`src/rtl/i2c_bc_pkg.sv`:
```
package i2c_bc_pkg;

  typedef enum logic [2:0] {
    BC_IDLE  = 3'd0,
    BC_PLOW  = 3'd1,
    BC_PHIGH = 3'd2,
    BC_SLOW  = 3'd3,
    BC_SHIGH = 3'd4
  } bc_state_e;

  localparam int ADDR_CFG  = 0;
  localparam int ADDR_LOAD = 1;
  localparam int ADDR_STAT = 2;

  localparam int CFG_EN_BIT   = 0;
  localparam int CFG_TERM_BIT = 1;
  localparam int CFG_STOP_BIT = 2;
  localparam int CFG_THR_LSB  = 16;
  localparam int LOAD_BIT     = 0;
  localparam int STAT_OK_BIT  = 0;

endpackage

```
`src/rtl/bc_sda_sync.sv`:
```
module bc_sda_sync #(
  parameter int STAGES = 2
) (
  input  logic clk,
  input  logic rst_n,
  input  logic line_in,
  output logic line_sync
);
  logic [STAGES-1:0] chain;

  generate
    for (genvar g = 0; g < STAGES; g++) begin : g_stage
      if (g == 0) begin : g_first
        always_ff @(posedge clk or negedge rst_n) begin
          if (!rst_n) chain[0] <= 1'b1;
          else        chain[0] <= line_in;
        end
      end else begin : g_next
        always_ff @(posedge clk or negedge rst_n) begin
          if (!rst_n) chain[g] <= 1'b1;
          else        chain[g] <= chain[g-1];
        end
      end
    end
  endgenerate

  assign line_sync = chain[STAGES-1];
endmodule

```
`src/rtl/bc_cfg_regs.sv`:
```
module bc_cfg_regs
  import i2c_bc_pkg::*;
#(
  parameter int THR_W  = 8,
  parameter int DATA_W = 32,
  parameter int ADDR_W = 2
) (
  input  logic              clk,
  input  logic              rst_n,
  input  logic              wr_en,
  input  logic [ADDR_W-1:0] addr,
  input  logic [DATA_W-1:0] wdata,
  input  logic              busy,
  input  logic              status_ok,
  output logic [DATA_W-1:0] rdata,
  output logic              start_req,
  output logic [THR_W-1:0]  sh_thr,
  output logic              sh_term,
  output logic              sh_stop,
  output logic              load_pend
);
  localparam logic [DATA_W-1:0] THR_MASK  = {{(DATA_W-THR_W){1'b0}}, {THR_W{1'b1}}} << CFG_THR_LSB;
  localparam logic [DATA_W-1:0] USED_MASK = THR_MASK | DATA_W'(7);

  logic [THR_W-1:0] st_thr;
  logic             st_term;
  logic             st_stop;
  logic             wr_cfg;
  logic             wr_load;
  logic             unused_wdata_bits;

  function automatic logic [DATA_W-1:0] cfg_word(input logic [THR_W-1:0] thr,
                                                 input logic stop_o, input logic term_o,
                                                 input logic run);
    logic [DATA_W-1:0] w;
    w = '0;
    w[CFG_THR_LSB +: THR_W] = thr;
    w[CFG_STOP_BIT] = stop_o;
    w[CFG_TERM_BIT] = term_o;
    w[CFG_EN_BIT]   = run;
    return w;
  endfunction

  assign wr_cfg    = wr_en && (addr == ADDR_W'(ADDR_CFG));
  assign wr_load   = wr_en && (addr == ADDR_W'(ADDR_LOAD)) && wdata[LOAD_BIT];
  assign start_req = wr_cfg && wdata[CFG_EN_BIT] && !busy;
  assign unused_wdata_bits = ^(wdata & ~USED_MASK);

  always_ff @(posedge clk or negedge rst_n) begin
    if (!rst_n) begin
      st_thr  <= '0;
      st_term <= 1'b0;
      st_stop <= 1'b0;
    end else if (wr_cfg) begin
      st_thr  <= wdata[CFG_THR_LSB +: THR_W];
      st_term <= wdata[CFG_TERM_BIT];
      st_stop <= wdata[CFG_STOP_BIT];
    end
  end

  always_ff @(posedge clk or negedge rst_n) begin
    if (!rst_n) begin
      load_pend <= 1'b0;
      sh_thr    <= '0;
      sh_term   <= 1'b0;
      sh_stop   <= 1'b0;
    end else if (wr_load) begin
      load_pend <= 1'b1;
    end else if (load_pend && !busy) begin
      load_pend <= 1'b0;
      sh_thr    <= st_thr;
      sh_term   <= st_term;
      sh_stop   <= st_stop;
    end
  end

  always_comb begin
    rdata = '0;
    case (addr)
      ADDR_W'(ADDR_CFG):  rdata = cfg_word(st_thr, st_stop, st_term, busy);
      ADDR_W'(ADDR_LOAD): rdata[LOAD_BIT] = load_pend;
      ADDR_W'(ADDR_STAT): rdata[STAT_OK_BIT] = status_ok;
      default:            rdata = '0;
    endcase
  end
endmodule

```
`src/rtl/bc_engine.sv`:
```
module bc_engine
  import i2c_bc_pkg::*;
#(
  parameter int THR_W = 8
) (
  input  logic             clk,
  input  logic             rst_n,
  input  logic             tick,
  input  logic             start,
  input  logic [THR_W-1:0] thr,
  input  logic             term,
  input  logic             stop_opt,
  input  logic             sda_hi,
  output bc_state_e        state,
  output logic             busy,
  output logic             status_ok,
  output logic [THR_W-1:0] pulse_cnt,
  output logic             pulse_end,
  output logic             sample_hi
);
  logic             half;
  logic [THR_W-1:0] cnt_next;
  logic             last_pulse;

  function automatic logic is_last(input logic [THR_W-1:0] done_cnt,
                                   input logic [THR_W-1:0] limit,
                                   input logic term_en, input logic seen_hi);
    return (done_cnt == limit) || (term_en && seen_hi);
  endfunction

  assign cnt_next   = pulse_cnt + 1'b1;
  assign pulse_end  = (state == BC_PHIGH) && tick && half;
  assign last_pulse = is_last(cnt_next, thr, term, sample_hi);
  assign busy       = (state != BC_IDLE);

  always_ff @(posedge clk or negedge rst_n) begin
    if (!rst_n) begin
      state     <= BC_IDLE;
      half      <= 1'b0;
      pulse_cnt <= '0;
      status_ok <= 1'b0;
      sample_hi <= 1'b0;
    end else begin
      case (state)
        BC_IDLE: begin
          if (start) begin
            if (thr == '0) begin
              status_ok <= sda_hi;
            end else begin
              state     <= BC_PLOW;
              half      <= 1'b0;
              pulse_cnt <= '0;
              status_ok <= 1'b0;
              sample_hi <= 1'b0;
            end
          end
        end
        BC_PLOW: begin
          if (tick) begin
            half <= ~half;
            if (half) state <= BC_PHIGH;
          end
        end
        BC_PHIGH: begin
          if (tick) begin
            half <= ~half;
            if (!half) begin
              sample_hi <= sda_hi;
            end else begin
              pulse_cnt <= cnt_next;
              if (last_pulse) begin
                if (stop_opt && sample_hi) begin
                  state <= BC_SLOW;
                end else begin
                  state     <= BC_IDLE;
                  status_ok <= sample_hi;
                end
              end else begin
                state <= BC_PLOW;
              end
            end
          end
        end
        BC_SLOW: begin
          if (tick) begin
            half <= ~half;
            if (half) state <= BC_SHIGH;
          end
        end
        BC_SHIGH: begin
          if (tick) begin
            half <= ~half;
            if (half) begin
              state     <= BC_IDLE;
              status_ok <= sample_hi;
            end
          end
        end
        default: state <= BC_IDLE;
      endcase
    end
  end
endmodule

```
`src/rtl/bc_pin_ctrl.sv`:
```
module bc_pin_ctrl
  import i2c_bc_pkg::*;
(
  input  bc_state_e state,
  output logic      scl_oe,
  output logic      sda_oe
);
  always_comb begin
    scl_oe = 1'b0;
    sda_oe = 1'b0;
    case (state)
      BC_PLOW:  scl_oe = 1'b1;
      BC_SLOW:  begin scl_oe = 1'b1; sda_oe = 1'b1; end
      BC_SHIGH: sda_oe = 1'b1;
      default:  begin scl_oe = 1'b0; sda_oe = 1'b0; end
    endcase
  end
endmodule

```
`src/rtl/i2c_bus_clear.sv`:
```
module i2c_bus_clear
  import i2c_bc_pkg::*;
#(
  parameter int THR_W       = 8,
  parameter int DATA_W      = 32,
  parameter int ADDR_W      = 2,
  parameter int SYNC_STAGES = 2
) (
  input  logic              clk,
  input  logic              rst_n,
  input  logic              tick,
  input  logic              reg_wr_en,
  input  logic [ADDR_W-1:0] reg_addr,
  input  logic [DATA_W-1:0] reg_wdata,
  output logic [DATA_W-1:0] reg_rdata,
  input  logic              sda_in,
  output logic              scl_oe,
  output logic              sda_oe
);
  bc_state_e        state;
  logic             busy;
  logic             status_ok;
  logic             start_req;
  logic             load_pend;
  logic [THR_W-1:0] shadow_thr;
  logic             shadow_term;
  logic             shadow_stop;
  logic [THR_W-1:0] pulse_cnt;
  logic             pulse_end;
  logic             sample_hi;
  logic             sda_sync;

  bc_sda_sync #(.STAGES(SYNC_STAGES)) u_sync (
    .clk(clk), .rst_n(rst_n), .line_in(sda_in), .line_sync(sda_sync)
  );

  bc_cfg_regs #(.THR_W(THR_W), .DATA_W(DATA_W), .ADDR_W(ADDR_W)) u_regs (
    .clk(clk), .rst_n(rst_n), .wr_en(reg_wr_en), .addr(reg_addr),
    .wdata(reg_wdata), .busy(busy), .status_ok(status_ok), .rdata(reg_rdata),
    .start_req(start_req), .sh_thr(shadow_thr), .sh_term(shadow_term),
    .sh_stop(shadow_stop), .load_pend(load_pend)
  );

  bc_engine #(.THR_W(THR_W)) u_engine (
    .clk(clk), .rst_n(rst_n), .tick(tick), .start(start_req),
    .thr(shadow_thr), .term(shadow_term), .stop_opt(shadow_stop),
    .sda_hi(sda_sync), .state(state), .busy(busy), .status_ok(status_ok),
    .pulse_cnt(pulse_cnt), .pulse_end(pulse_end), .sample_hi(sample_hi)
  );

  bc_pin_ctrl u_pins (
    .state(state), .scl_oe(scl_oe), .sda_oe(sda_oe)
  );
endmodule

```
`config.mk`:
```
export PLATFORM = sky130hd
export DESIGN_NAME = i2c_bus_clear
export DESIGN_NICKNAME = d
export VERILOG_FILES = /design/src/rtl/i2c_bc_pkg.sv /design/src/rtl/bc_sda_sync.sv /design/src/rtl/bc_cfg_regs.sv /design/src/rtl/bc_engine.sv /design/src/rtl/bc_pin_ctrl.sv /design/src/rtl/i2c_bus_clear.sv
export SDC_FILE = /design/constraint.sdc
export NUM_CORES = 1
export LEC_CHECK = 0
export ABC_CLOCK_PERIOD_IN_PS = 4300
export BUFFER_PORTS_ARGS = -buffer_cell sky130_fd_sc_hd__buf_2
export CELL_PAD_IN_SITES_DETAIL_PLACEMENT = 0
export CELL_PAD_IN_SITES_GLOBAL_PLACEMENT = 1
export CORE_MARGIN = 8
export CORE_UTILIZATION = 41
export DETAILED_ROUTE_END_ITERATION = 7
export GPL_TIMING_DRIVEN = 1
export PLACE_DENSITY_LB_ADDON = 0.1
export REMOVE_ABC_BUFFERS = 1
export SYNTH_ARGS = -nofsm -noshare
export SYNTH_HDL_FRONTEND = slang
export SYNTH_HIERARCHICAL = 1
export SYNTH_SLANG_ARGS = --single-unit
```
`constraint.sdc`:
```
create_clock -name clk -period 4.3 [get_ports clk]
set_clock_uncertainty 0.15 [all_clocks]
set_input_delay 0.645 -clock clk [delete_from_list [all_inputs] [get_ports clk]]
set_output_delay 0.645 -clock clk [all_outputs]
set_load 0.02 [all_outputs]
```
After elaboration in Yosys (flattened, before gate mapping)

Cells that the tools add are included.

Memories: 0
Bits in writable memories: 0
Memory bits (read-only): 0
Flip-flop bits (word level): 37
Bits in latches: 0
Output and inout port bits: 34

Multiplexer cells: 40
Add/sub/neg operators: 1
Eq/ne operators: 21
Magnitude comparators: 0
Multiply operators: 0
Bitwise operators: 2
Reduce and logical (&&, ||, !) cells: 27
Shift-type cells: 0
Divide/modulo/power cells: 0

Operators by type and width:

| operator              | count |
|---|---|
| $mux W8               | 4 |
| $mux W3               | 10 |
| $mux W23              | 1 |
| $mux W1               | 17 |
| $ne A2 B2 Y1 const B  | 8 |
| $pmux W8 S2           | 1 |
| $pmux W3 S5           | 1 |
| $ne A2 B1 Y1 const B  | 6 |
| $reduce_and A10 Y1    | 1 |
| $reduce_and A5 Y1     | 2 |
| $add A8 B1 Y8 const B | 1 |
| $eq A8 B8 Y1          | 1 |
| $logic_and A1 B1 Y1   | 8 |
| $logic_not A8 Y1      | 1 |
| $reduce_and A8 Y1     | 1 |
| $eq A3 B2 Y1 const B  | 2 |
| $pmux W1 S3           | 2 |
| $reduce_bool A2 Y1    | 3 |
| $reduce_bool A3 Y1    | 2 |
| $mux W2               | 2 |
| $pmux W1 S2           | 2 |
| $reduce_and A4 Y1     | 1 |
| $reduce_or A2 Y1      | 2 |
| $reduce_or A4 Y1      | 1 |
| other kinds (10)      | 11 |

Logic depth before layout (Yosys ltp)

Depth in word-level cells: 7
Gate-level depth with buffers: 8

Modules after synthesis

The synthesis kept the hierarchy.

Modules (own cells, without submodules):

| module      | area an instance (sq um) | times used | cells an instance |
|---|---|---|---|
| bc_cfg_regs | 1104.8                   | 1          | 86 |
| bc_engine   | 1022.2                   | 1          | 119 |
| bc_sda_sync | 52.6                     | 1          | 2 |
| bc_pin_ctrl | 26.3                     | 1          | 3 |

Least setup slack after synthesis

OpenSTA, ideal clock, no wires.

Kind: register to register
From: register u_engine.pulse_cnt[0]
To: register u_engine.status_ok
Buffers on the path: 0
Stages on the path, launching flop included: 8
Arrival time: 1.991 ns
Period minus slack after synthesis: 2.267 ns
Slack: 2.033 ns
Setup time: 0.125 ns
Path through: dfrtp_1 ha_1 xor2_1 a211oi_1 o311ai_0 a2111oi_2 o21ai_1 mux2_4

Longest elaborated chain between the ends: 5

RTL lines:

| item                               | RTL line        | RTL |
|---|---|---|
| start: declaration                 | bc_engine.sv:17 | `output logic [THR_W-1:0] pulse_cnt,` |
| start signal: assignment           | bc_engine.sv:70 | `pulse_cnt <= cnt_next;` |
| $add A8 B1 Y8                      | bc_engine.sv:31 | `assign cnt_next = pulse_cnt + 1'b1;` |
| $eq A8 B8 Y1                       | bc_engine.sv:28 | `return (done_cnt == limit) \|\| (term_en && seen_hi);` |
| $logic_or A1 B1 Y1                 | bc_engine.sv:28 |  |
| $ne A2 B1 Y1 (no source line)      | n/a             |  |
| $reduce_and A8 Y1 (no source line) | n/a             |  |
| end signal: assignment             | bc_engine.sv:48 | `status_ok <= sda_hi;` |
| end signal: assignment             | bc_engine.sv:76 | `status_ok <= sample_hi;` |
| end signal: assignment             | bc_engine.sv:95 | `status_ok <= sample_hi;` |
| end: declaration                   | bc_engine.sv:16 | `output logic status_ok,` |

Every way passes these cells.
A chain may end at the register's enable or synchronous reset.

Worst setup path after layout

Ends and elaborated chain as after synthesis.

==> flow_summary.yaml <==
power:
  ir_worst_vdd_v: 0.000234
  cell_internal_pwr_mw: 0.882
  seqPwrFrac_pct: 42.4
  finalPower_mw: 1.38
  combinationalPowerShare_pct: 35.6
  p_leak_nw: 1.15
  switchingPower_mw: 0.493
  clkPwrFrac_pct: 22.0
  cellPowerDensity_nw_per_um2: 565
  swShare_pct: 35.8
sta:
  fmax_mhz: 382
  tns_ps: 0
  fin_ws_ps: 1680
  slew_viol_final: 0
  hold-worst-slack_ps: 207
  period_minus_slack_ps: 2620
  hold_viol_final: 0
  rsz0062_at_grt: "false"
  tightest_slew_ps: 844
  slew_headroom_pct: 43.8
  setup_viol: 0
  finalCritPeriodShare_pct: 60.9
cts:
  worst_skew_pair.late_latency_ps: 290
  root_buffer: "clkbuf_8"
  clock-sinks: 37
  post-cts-setup-buffers: 0
  path_clk_slew_ps: 70
  cts_tree: "yes"
  htreeDepth: 2
  cts_buffer_depth: 2
  numCtsBuffers: 5
  cts_resized: 0
  hold_buffers: 0
worst_setup_path:
  crit_end: "u_engine/status_ok"
  critPathKind: "flop to flop"
  r2r_start: "u_engine/pulse_cnt[0]"
  slowest_stage: "dfrtp_1"
  path_cells: "ha_1 -> nand3_1 -> a211oi_1 -> o311ai_0 -> a2111oi_2 -> o21ai_1 -> mux2_4"
  worstRegToRegCells: 7
  critPathCaptureType: "flop"
  crit_required_ps: 4320
  cp-start-kind: "flop"
  r2r_slack_ps: 1680
  reg2reg_to: "u_engine/status_ok"
  cp.arrival_ps: 2640
  startpoint: "u_engine/pulse_cnt[0]"
  cpPeakStageDelay_ps: 440
  cp_max_fo: 8
logic_synthesis:
  yosysMostFrequentCell: "dfrtp_1"
  ys_top_cells_by_count: "dfrtp_1, buf_4, nand2_1"
  yosysSeqAreaShare_pct: 42.1
  synth_seq_cells: 37
  synth_largest_area_cell: "dfrtp_1"
  synth_top_area_share_pct: 39.7
  yosysUniqueCellTypes: 51
  synthCells: 210
  yosys_warnings: 6
  yosys_most_used_dff: "dfrtp_1"
  synth_edf_count: 0
  async_flop_share_pct: 100
  avgSynthCellArea_um2: 10.5
  netlist_top_cells_area: "dfrtp_1, mux2_4, buf_4, mux2_2, and2_1"
  netlist_area_um2: 2210
route:
  wirelength_mm: 4.48
  vias: 1545
  drt_pass1_iterations: 4
  route.detailed.drc: 0
  vias_per_cell: 4.97
  final_antenna_net_count: 0
  post_drt_wl_per_cell_um: 14.4
  drt-initial-drc-count: 72
cells_and_area:
  area_growth_pct: 10.4
  fin_util_pct: 47.4
  drive_gt1_share_pct: 26.6
  diodes: 0
  fin_nets: 280
  final_cell_count_no_fill: 311
  finish.instance_area_um2: 2430
global_route:
  grt_max_degree: 38
  grt_usage_pct: 11.8
  antenna_found_initial: 0
  grt_pass1_wl_mm: 7.36
  grt_overflow: 0
  grt_pass1_vias: 1513
die:
  fp-row-count: 26
  coreArea_um2: 5140
  die_area_um2: 7980
  pin_count: 73
  die_h_um: 89.4
  die_w_um: 89.4
  start_util_pct: 42.9
outcome:
  outcome: "completed"
placement:
  placed_area_um2: 2320
  dp_hpwl_mm: 3.27
  pre_cts_ws_ps: 1660
  placement.io_buffers: 30
  gp_congestion: 0.725
  place_inst: 303
min_path:
  hold_class: "flop to flop"
  hold_depth: 0
job:
  maxCapViolCount: 0
worst max-delay path: cells and delay by family (launching register included):
family | cells | cell delay, ps
flip-flops | 1 | 440
AO/OA/AOI/OAI | 4 | 1080
multiplexers | 1 | 310
AND/OR/NAND/NOR | 1 | 260
adder cells (fa/ha/maj) | 1 | 260
worst min-delay path by stage:
stage,to,startpoint
global placement,u_sync/line_sync,u_sync/chain[0]
global route,u_sync/line_sync,u_sync/chain[0]
CTS,u_sync/line_sync,u_sync/chain[0]
floorplan,u_engine/half,rst_n
detailed placement,u_sync/line_sync,u_sync/chain[0]
finish,u_sync/line_sync,u_sync/chain[0]
routing by layer:
layer  global-route usage [%]  wire length (um)  vias to the layer above
met1                     15.9              2270                      727
met4                     3.63                21                        0
met5                        0                 0                        -
met3                     3.40               206                        2
met2                     17.8              1980                       40
li1                         -                 -                      776
state kept, by name, summed over array words and instances (netlist names):
signal	flops
u_regs/st_thr	8
u_regs/sh_term	1
u_regs/st_stop	1
u_regs/sh_stop	1
u_regs/st_term	1
u_regs/load_pend	1
u_engine/half	1
u_engine/pulse_cnt	8
u_sync/line_sync	1
u_engine/status_ok	1
u_engine/state	3
u_sync/chain	1
u_regs/sh_thr	8
u_engine/sample_hi	1
cells in the final DEF (no fill, tap or decap), drive strengths merged, types with 3 or more instances in the layout:
cell type	count
dfrtp	35
nor4	3
nand3	4
conb	21
mux2	21
o31ai	3
nand2	15
and2	13
clkbuf	6
buf	30
a21o	3
nor2	12
nor2b	7
a22o	3
inv	4
a21oi	4
o21ai	13
o211ai	3
xnor2	5
cell families (layout without fill, tap and decap cells):
logic type                 Yosys count  in the layout  share of synthesized area (%)
AOI/OAI and AO/OA                   42             42                           13.4
xor gates and xnor gates             7              7                           3.46
adders and majority gates            1              1                          0.567
buffers and inverters               31             42                           9.53
DFF                                 37             37                           42.1
muxes                               22             22                           13.0
other                                1             21                          0.170
and+or+nand+nor                     69             69                           17.8
power groups by stage:
| stage | logic (mW) | clock network (mW) | registers (mW) |
|---|---|---|---|
| 2_1_floorplan | 0.403 | 0 | 0.550 |
| 3_3_place_gp | 0.488 | 0 | 0.589 |
| 3_5_place_dp | 0.489 | 0 | 0.592 |
| 4_1_cts | 0.492 | 0.316 | 0.585 |
| 5_1_grt | 0.535 | 0.325 | 0.608 |
| 6_report | 0.489 | 0.302 | 0.584 |
cell type report:
type / instances / area, um2
fill: 513 / 2710
multi-input combinational: 162 / 1140
sequential: 37 / 928
timing repair buffer: 30 / 150
tap: 70 / 87.6
clock buffer: 6 / 72.6
clock inverter: 2 / 38.8
inverter: 4 / 15.0
(Power assumes the default switching activity.)
